### src/rtl/shiftPkg.sv
package shiftPkg;
  typedef enum logic [2:0] {
    OP_SHL  = 3'd0,
    OP_SHR  = 3'd1,
    OP_SAR  = 3'd2,
    OP_ROL  = 3'd3,
    OP_ROR  = 3'd4,
    OP_RCL  = 3'd5,
    OP_RCR  = 3'd6,
    OP_PASS = 3'd7
  } shiftOp_e;

  // Strobes from control to datapath
  typedef struct packed {
    logic mirror;     // work in bit-reversed domain (left-going modes)
    logic wrap;       // bits leaving re-enter (rotate without carry)
    logic signFill;   // fill with operand sign bit
    logic carryFill;  // fill with carry-in (single-bit through carry)
    logic keepCarry;  // carry-out takes carry-in
  } shiftCtrl_t;
endpackage

### src/rtl/shiftControl.sv
module shiftControl
  import shiftPkg::*;
#(
  parameter int DIST_W = 4
) (
  input  logic [2:0]        opSel,
  input  logic [DIST_W-1:0] distIn,
  output shiftCtrl_t        ctrl,
  output logic [DIST_W-1:0] effDist
);
  shiftOp_e opCode;
  assign opCode = shiftOp_e'(opSel);

  always_comb begin
    ctrl    = '0;
    effDist = distIn;
    unique case (opCode)
      OP_SHL:  ctrl.mirror = 1'b1;
      OP_SHR:  ;
      OP_SAR:  ctrl.signFill = 1'b1;
      OP_ROL:  begin ctrl.mirror = 1'b1; ctrl.wrap = 1'b1; end
      OP_ROR:  ctrl.wrap = 1'b1;
      OP_RCL:  begin ctrl.mirror = 1'b1; ctrl.carryFill = 1'b1;
                     effDist = DIST_W'(1); end
      OP_RCR:  begin ctrl.carryFill = 1'b1; effDist = DIST_W'(1); end
      OP_PASS: effDist = '0;
      default: effDist = '0;
    endcase
    ctrl.keepCarry = ctrl.wrap || (effDist == '0);
  end

  // Fill sources are mutually exclusive
  always_comb begin
    a_fill_excl_r5: assert ($onehot0({ctrl.wrap, ctrl.signFill, ctrl.carryFill}));
  end
endmodule

### src/rtl/shiftDatapath.sv
module shiftDatapath
  import shiftPkg::*;
#(
  parameter int DATA_W = 16,
  parameter int DIST_W = $clog2(DATA_W)
) (
  input  logic              clk,
  input  logic              rst_n,
  input  shiftCtrl_t        ctrl,
  input  logic [DIST_W-1:0] effDist,
  input  logic [DATA_W-1:0] operand,
  input  logic              carryIn,
  output logic [DATA_W-1:0] resultQ,
  output logic              carryQ,
  output logic              zeroQ,
  output logic              negQ
);
  localparam int STAGES = DIST_W;

  logic [DATA_W-1:0] revIn, workIn, revOut, resultD;
  logic [DATA_W-1:0] stg [0:STAGES];
  logic              fillBit, lastOut, carryD;
  logic [DIST_W-1:0] lastIdx;

  genvar gi;
  generate
    for (gi = 0; gi < DATA_W; gi++) begin : g_rev
      assign revIn[gi]  = operand[DATA_W-1-gi];
      assign revOut[gi] = stg[STAGES][DATA_W-1-gi];
    end
  endgenerate

  assign workIn  = ctrl.mirror ? revIn : operand;
  assign fillBit = ctrl.carryFill ? carryIn :
                   ctrl.signFill  ? operand[DATA_W-1] : 1'b0;
  assign stg[0]  = workIn;

  generate
    for (gi = 0; gi < STAGES; gi++) begin : g_stage
      localparam int S = 1 << gi;
      logic [DATA_W-1:0] moved;
      assign moved = ctrl.wrap ? {stg[gi][S-1:0], stg[gi][DATA_W-1:S]}
                               : {{S{fillBit}}, stg[gi][DATA_W-1:S]};
      assign stg[gi+1] = effDist[gi] ? moved : stg[gi];
    end
  endgenerate

  assign lastIdx = effDist - DIST_W'(1);
  assign lastOut = workIn[lastIdx];
  assign resultD = ctrl.mirror ? revOut : stg[STAGES];
  assign carryD  = ctrl.keepCarry ? carryIn : lastOut;

  always_ff @(posedge clk or negedge rst_n) begin
    if (!rst_n) begin
      resultQ <= '0;
      carryQ  <= 1'b0;
      zeroQ   <= 1'b0;
      negQ    <= 1'b0;
    end else begin
      resultQ <= resultD;
      carryQ  <= carryD;
      zeroQ   <= (resultD == '0);
      negQ    <= resultD[DATA_W-1];
    end
  end

  // Assertion support: one cycle of history exists
  logic primed;
  always_ff @(posedge clk or negedge rst_n) begin
    if (!rst_n) primed <= 1'b0;
    else        primed <= 1'b1;
  end

  p_shl_low_zero_r1: assert property (@(posedge clk) disable iff (!rst_n)
    primed && $past(ctrl.mirror && !ctrl.wrap && !ctrl.carryFill && effDist != '0)
    |-> resultQ[0] == 1'b0);

  p_sign_fill_r3: assert property (@(posedge clk) disable iff (!rst_n)
    primed && $past(ctrl.signFill) |-> resultQ[DATA_W-1] == $past(operand[DATA_W-1]));

  p_rot_carry_r4: assert property (@(posedge clk) disable iff (!rst_n)
    primed && $past(ctrl.wrap) |-> carryQ == $past(carryIn));

  p_rcl_loop_r5: assert property (@(posedge clk) disable iff (!rst_n)
    primed && $past(ctrl.carryFill && ctrl.mirror)
    |-> resultQ[0] == $past(carryIn) && carryQ == $past(operand[DATA_W-1]));

  p_rcr_loop_r5: assert property (@(posedge clk) disable iff (!rst_n)
    primed && $past(ctrl.carryFill && !ctrl.mirror)
    |-> resultQ[DATA_W-1] == $past(carryIn) && carryQ == $past(operand[0]));

  p_zero_dist_r6: assert property (@(posedge clk) disable iff (!rst_n)
    primed && $past(effDist == '0)
    |-> resultQ == $past(operand) && carryQ == $past(carryIn));

  p_flags_r8: assert property (@(posedge clk) disable iff (!rst_n)
    negQ == resultQ[DATA_W-1] && !(zeroQ && negQ));
endmodule

### src/rtl/barrelShiftUnit.sv
module barrelShiftUnit
  import shiftPkg::*;
#(
  parameter int DATA_W = 16,
  parameter int DIST_W = $clog2(DATA_W)
) (
  input  logic              clk,
  input  logic              rst_n,
  input  logic [2:0]        opSel,
  input  logic [DIST_W-1:0] shiftDist,
  input  logic [DATA_W-1:0] operandIn,
  input  logic              carryIn,
  output logic [DATA_W-1:0] resultOut,
  output logic              carryOut,
  output logic              zeroOut,
  output logic              negOut
);
  shiftCtrl_t        ctrl;
  logic [DIST_W-1:0] effDist;

  shiftControl #(.DIST_W(DIST_W)) u_ctrl (
    .opSel   (opSel),
    .distIn  (shiftDist),
    .ctrl    (ctrl),
    .effDist (effDist)
  );

  shiftDatapath #(.DATA_W(DATA_W), .DIST_W(DIST_W)) u_dp (
    .clk     (clk),
    .rst_n   (rst_n),
    .ctrl    (ctrl),
    .effDist (effDist),
    .operand (operandIn),
    .carryIn (carryIn),
    .resultQ (resultOut),
    .carryQ  (carryOut),
    .zeroQ   (zeroOut),
    .negQ    (negOut)
  );
endmodule

### config.mk
export PLATFORM = sky130hd
export DESIGN_NAME = barrelShiftUnit
export DESIGN_NICKNAME = d
export VERILOG_FILES = /design/src/rtl/shiftPkg.sv /design/src/rtl/shiftControl.sv /design/src/rtl/shiftDatapath.sv /design/src/rtl/barrelShiftUnit.sv
export SDC_FILE = /design/constraint.sdc
export NUM_CORES = 1
export LEC_CHECK = 0
export BUFFER_PORTS_ARGS = -buffer_cell sky130_fd_sc_hd__buf_2
export CAP_MARGIN = 10
export CORE_UTILIZATION = 43
export CTS_CLUSTER_SIZE = 10
export DETAILED_ROUTE_END_ITERATION = 10
export HOLD_SLACK_MARGIN = 0.06
export PLACE_DENSITY = 0.65
export SYNTH_ARGS = -nofsm -noshare
export SYNTH_HDL_FRONTEND = slang
export SYNTH_HIERARCHICAL = 1
export SYNTH_SLANG_ARGS = --single-unit
### constraint.sdc
create_clock -name clk -period 1.3 [get_ports clk]
set_input_delay 0.39 -clock clk [delete_from_list [all_inputs] [get_ports clk]]
set_output_delay 0.39 -clock clk [all_outputs]
set_load 0.03 [all_outputs]
; ---- Yosys cells after proc, flatten, opt, wreduce, memory -nomap -nowiden
; Index checks and enable logic that the tools add are counted.
; Widths: inputs -> output; s select.
[totals]
word_cells = 39
inputBits = 26
out_inout_bits = 19
register_bits = 19
[classes]
order_cmp = 1
n_eq_ne = 6
reduce_logical = 7
n_mux = 20
n_addsub = 1
[op_table]
columns = op, count
row1 = $mux 16, 10
row2 = $logic_not 16->1, 1
row3 = $eq 3x3->1 const B, 4
row4 = $mux 1, 8
row5 = $pmux 4 s2, 1
row6 = $eq 3x2->1 const B, 2
row7 = $lt 4x5->1 const B, 1
row8 = $bmux 1 s4, 1
row9 = $logic_not 4->1, 1
row10 = $reduce_or 2->1, 2
row11 = $sub 4x1->4 const B, 1
row12 = $logic_not 3->1, 1
row13 = $reduce_or 3->1, 1
row14 = $logic_or 1x1->1, 1

; ---- Longest topological paths before layout
[depth]
word_depth = 14
ltp_mapped = 13
ltp_nobuf = 9

; ---- Hierarchy
; Netlist, hierarchy kept.
[by_module_without_submodules]
columns = module, instances, area_per_inst_um2, cells_each
row1 = shiftDatapath, 1, 2567.5, 252
row2 = shiftControl, 1, 130.1, 19

; ---- Least setup slack after synthesis
; No wires, ideal clock.
[synth_path]
path_type = input-to-reg
start = input opSel[2]
end = register u_dp.carryQ
path_buffers = 3
path_stages = 12
setup_slack_ps = -1735
arrival_ps = 2911
t_required_ps = 1175
setup_ps = 125
path_cell_list = buf_4 > and3_1 > a21oi_1 > buf_6 > buf_4 > inv_1 > ha_1 > mux4_2 > mux4_2 > nor2_1 > a21oi_1 > mux2_2
[synth_between]
elab_chain_cells = 7
elab_cells_between_ends = 19
classes_between = add/sub: 1 / eq/ne: 5 / mux: 7 / reduce/logical: 6
[synth_lines]
columns = item, line_no
row1 = "start, declared", barrelShiftUnit.sv:9  ; input logic [2:0] opSel,
row2 = $eq 3x3->1, shiftControl.sv:17  ; unique case (opCode)
row3 = $reduce_or 2->1 (no source line), --
row4 = $pmux 4 s2 (*), shiftControl.sv:17
row5 = named net effDist[0], barrelShiftUnit.sv:19  ; logic [DIST_W-1:0] effDist;
row6 = $sub 4x1->4, shiftDatapath.sv:48  ; assign lastIdx = effDist - DIST_W'(1);
row7 = $bmux 1 s4, shiftDatapath.sv:49  ; assign lastOut = workIn[lastIdx];
row8 = $mux 1 (not written as such), shiftDatapath.sv:49
row9 = $mux 1 (*), shiftDatapath.sv:51  ; assign carryD = ctrl.keepCarry ? carryIn : lastOut;
row10 = named net u_dp.carryD, shiftDatapath.sv:22  ; logic fillBit, lastOut, carryD;
row11 = "end signal, assigned", shiftDatapath.sv:61  ; carryQ <= carryD;
row12 = "end, declared", shiftDatapath.sv:14  ; output logic carryQ,
; The timed path passes the listed nets; every way through them passes the cells marked *. The select of a mux whose other input is x is not followed.

; ---- Worst setup path in the final report
[layout_path]
start = input opSel[0]
end = register u_dp.resultQ[11]
[layout_between]
elab_cells_between_ends = 27
classes_between = eq/ne: 6 / mux: 17 / reduce/logical: 4
[layout_rtl]
columns = item, line_no
row1 = $eq 3x3->1, shiftControl.sv:17
row2 = $reduce_or 2->1 (no source line), --
row3 = $pmux 4 s2 (*), shiftControl.sv:17
row4 = named net effDist[0], barrelShiftUnit.sv:19
row5 = $mux 16 (*), shiftDatapath.sv:44  ; assign stg[gi+1] = effDist[gi] ? moved : stg[gi];
row6 = $mux 16, shiftDatapath.sv:42  ; assign moved = ctrl.wrap ? {stg[gi][S-1:0], stg[gi][DATA_W-1:S]}
row7 = $mux 16 (*), shiftDatapath.sv:44
row8 = $mux 16, shiftDatapath.sv:42
row9 = $mux 16 (*), shiftDatapath.sv:44
row10 = $mux 16, shiftDatapath.sv:42
row11 = $mux 16 (*), shiftDatapath.sv:44
row12 = $mux 16 (*), shiftDatapath.sv:50  ; assign resultD = ctrl.mirror ? revOut : stg[STAGES];
row13 = named net u_dp.resultD[11], shiftDatapath.sv:20  ; logic [DATA_W-1:0] revIn, workIn, revOut, resultD;
row14 = "end signal, assigned", shiftDatapath.sv:60  ; resultQ <= resultD;
row15 = "end, declared", shiftDatapath.sv:13  ; output logic [DATA_W-1:0] resultQ,
; The timed path passes the listed nets; every way through them passes the cells marked *.

==> metrics.yaml <==
floorplanning:
  die_width_microns: 81.21
  initial_core_util_pct: 45.03
  row_count: 28
  core_sq_um: 5991
  dieArea_sq_um: 6594
  die_h_microns: 81.21
  io_pins: 45
power:
  totalPowerFinal_mw: 3.873
  ir_drop_uv: 837.2
  power_density_nw_per_um2: 897.5
  leakagePower_nw: 1.932
run_status:
  status: "finished, violations left"
  violations: "negative setup slack"
route:
  antenna_left: 0
  routed_via_density: 6.186
  dr.first_iter.drc_count: 229
  vias: 3031
  drc: 0
  drt_wl_total_microns: 9693
  wire_per_inst_microns: 19.78
  drt_first_pass_iters: 5
synth:
  synth_nets: 298
  yosys_most_used_dff: "dfrtp_1"
  ys_warn_count: 6
  synth_common_cells: "mux4_2 (29), a21oi_1 (19), mux2i_1 (19), nor2_1 (19), dfrtp_1 (18)"
  synth_edf_count: 0
  synth_top_area_cell: "mux4_2"
  synth-seq-cells: 18
  synth_area_sq_um: 2698
  syn_inst: 271
  synth.yosys.seq_area_share_pct: 16.70
  synthTopCellsByArea: "mux4_2 (24%), dfrtp_1 (17%), mux2i_1 (7.1%), mux2_2 (6.3%), a21oi_1 (3.5%)"
  asyncSetResetFlopFracSynth_pct: 100.0
  yosysUniqueCellTypes: 65
  synth_most_common_cell: "mux4_2"
  syn_avg_cell_area_sq_um: 9.954
  yosysTopAreaCellShare_pct: 24.21
cts:
  cts_root_buffer: "clkbuf_8"
  cts_buffer_depth: 2
  numCtsBuffers: 3
  cts_hold_buffers: 0
  clock_sinks: 18
  cts_tree: "done"
  htree_levels: 1
  cts.clk_slew.worst_paths_ns: 0.07
hold_path:
  holdCritPathClass: "in2async"
worst_setup_path:
  critPathTopFamily: "compound AO/OA/AOI/OAI gates"
  crit_path_start_kind: "primary input"
  cp.required_ns: 1.44
  worstPathArrival_ns: 2.81
  critPathBufInv: 4
  path_max_fanout: 6
  path_cells: "buf_8 -> and3_4 -> a21oi_4 -> buf_12 -> mux4_2 -> mux2_4 -> and2_4 -> a311oi_4 -> a21o_1 -> buf_4 -> buf_6 -> o21ai_2"
  crit_type: "in2reg"
  cp_slowest_cell: "mux4_2"
  max_stage_delay_ns: 0.49
  end_kind: "flip-flop"
job:
  max_cap_violations: 0
placement:
  io_buffers: 44
  hpwl_microns: 6765
  gp_congestion: 0.9120
cells_and_area:
  diodes: 0
  layout-drive-gt1-share_pct: 65.54
  syn2layout_area_growth_pct: 59.97
  filler_cell_count: 429
  final_net_count: 443
global_routing:
  grt_pass1_vias: 3039
  antenna_found_initial: 0
  grt_usage_pct: 31.38
  grt_max_degree: 19
  grt_first_pass_wirelength_microns: 15350
  grt_overflow: 0
timing:
  final.setup.tns_ns: -22.81
  slew_viol_final: 0
  min_period_over_period_pct: 205.1
  fin_crit_ns: 2.666
  hold_viol: 0
  setup_slack_ns: -1.366
  rsz0062_at_grt: "true"
  tightest_slew_ns: 0.5499
  finalSetupViolations: 18
  fmaxAchievable_mhz: 375.1
  relSlewSlack_pct: 63.23
path summary, 6_finish.rpt:
path / from / slack (ns) / end / depth (start not counted)
max: opSel[0] / -1.37 / u_dp/resultQ[11] / 12
min: rst_n / 0.04 / u_dp/resultQ[13] / 1
max in group asynchronous: rst_n / 0.98 / u_dp/resultQ[12] / 1
min in group clk: carryIn / 0.40 / u_dp/carryQ / 2
stage by stage:
| step | hold slack (ns) | setup slack (ns) | utilization (%) | area [sq um] | cells |
|---|---|---|---|---|---|
| 6_report | 0.04194 | -1.366 | 72.03 | 4315 | 490 |
| 3_5_place_dp | 0.3341 | -1.654 | 63.10 | 3780 | 470 |
| 4_1_cts | 0.06213 | -1.349 | 70.43 | 4219 | 490 |
| 3_3_place_gp | 0.3263 | -1.611 | 63.10 | 3780 | 470 |
| 5_1_grt | 0.07371 | -1.500 | 72.03 | 4315 | 490 |
| 2_1_floorplan | 0.09441 | -1.443 | - | 2809 | 271 |
metal layers:
metal  part of all wire, %  global-route usage, %  up-vias
li1                      -                      -     1359
met1                    37                  37.48     1466
met2                    51                  56.13      167
met3                   7.0                  2.584       39
met4                   4.2                  15.71        0
met5                     0                      0        -
cell type report:
class	instances	area (sq um)	area share [%]
Clock buffer	4	55.05	1.276
Inverter	8	32.53	0.7538
Multi-Input combinational cell	220	2376	55.06
Sequential cell	18	450.4	10.44
Tap cell	75	93.84	2.175
Timing Repair Buffer	165	1308	30.30
cells in the final DEF (no fill, tap or decap), types with 4 or more instances in the layout:
cell and n:
mux2i_1 14, mux2_2 8, and2_1 9, nand4_1 6
inv_1 6, mux2_4 11, buf_12 6, buf_2 41
buf_6 11, o21ai_2 4, o21ai_1 5, a21oi_1 12
a21oi_2 5, clkbuf_8 4, dfrtp_1 18, nand2_1 13
nor2_1 15, buf_4 103, mux4_2 31
flip-flops by register name, summed over array words and instances, names as in the netlist:
register,flops
u_dp/resultQ,15
u_dp/zeroQ,1
u_dp/negQ,1
u_dp/carryQ,1
where the power goes:
group          internal, mW  leakage, nW  switching (mW)  total [mW]
combinational          1.34         1.69            1.38        2.72
sequential            0.681        0.214          0.0249       0.706
clock                 0.269       0.0288           0.181       0.451
cell families after synthesis:
| family | synth area share, % |
|---|---|
| flip-flops | 16.70 |
| multiplexers | 41.84 |
| AO/OA/AOI/OAI | 17.49 |
| adder cells (fa/ha/maj) | 0.4637 |
| AND/OR/NAND/NOR | 15.21 |
| XOR/XNOR | 1.623 |
| buffers and inverters | 6.679 |
repair_timing:
item | CTS | global route
pin swaps | 24 | 9
endpoints found under the hold margin | 0 | 0
setup buffers | 13 | 3
cloned | 3 | 0
gates resized for setup | 55 | 22
endpoints found under the setup margin | 18 | 18
(Power assumes the default switching activity.)
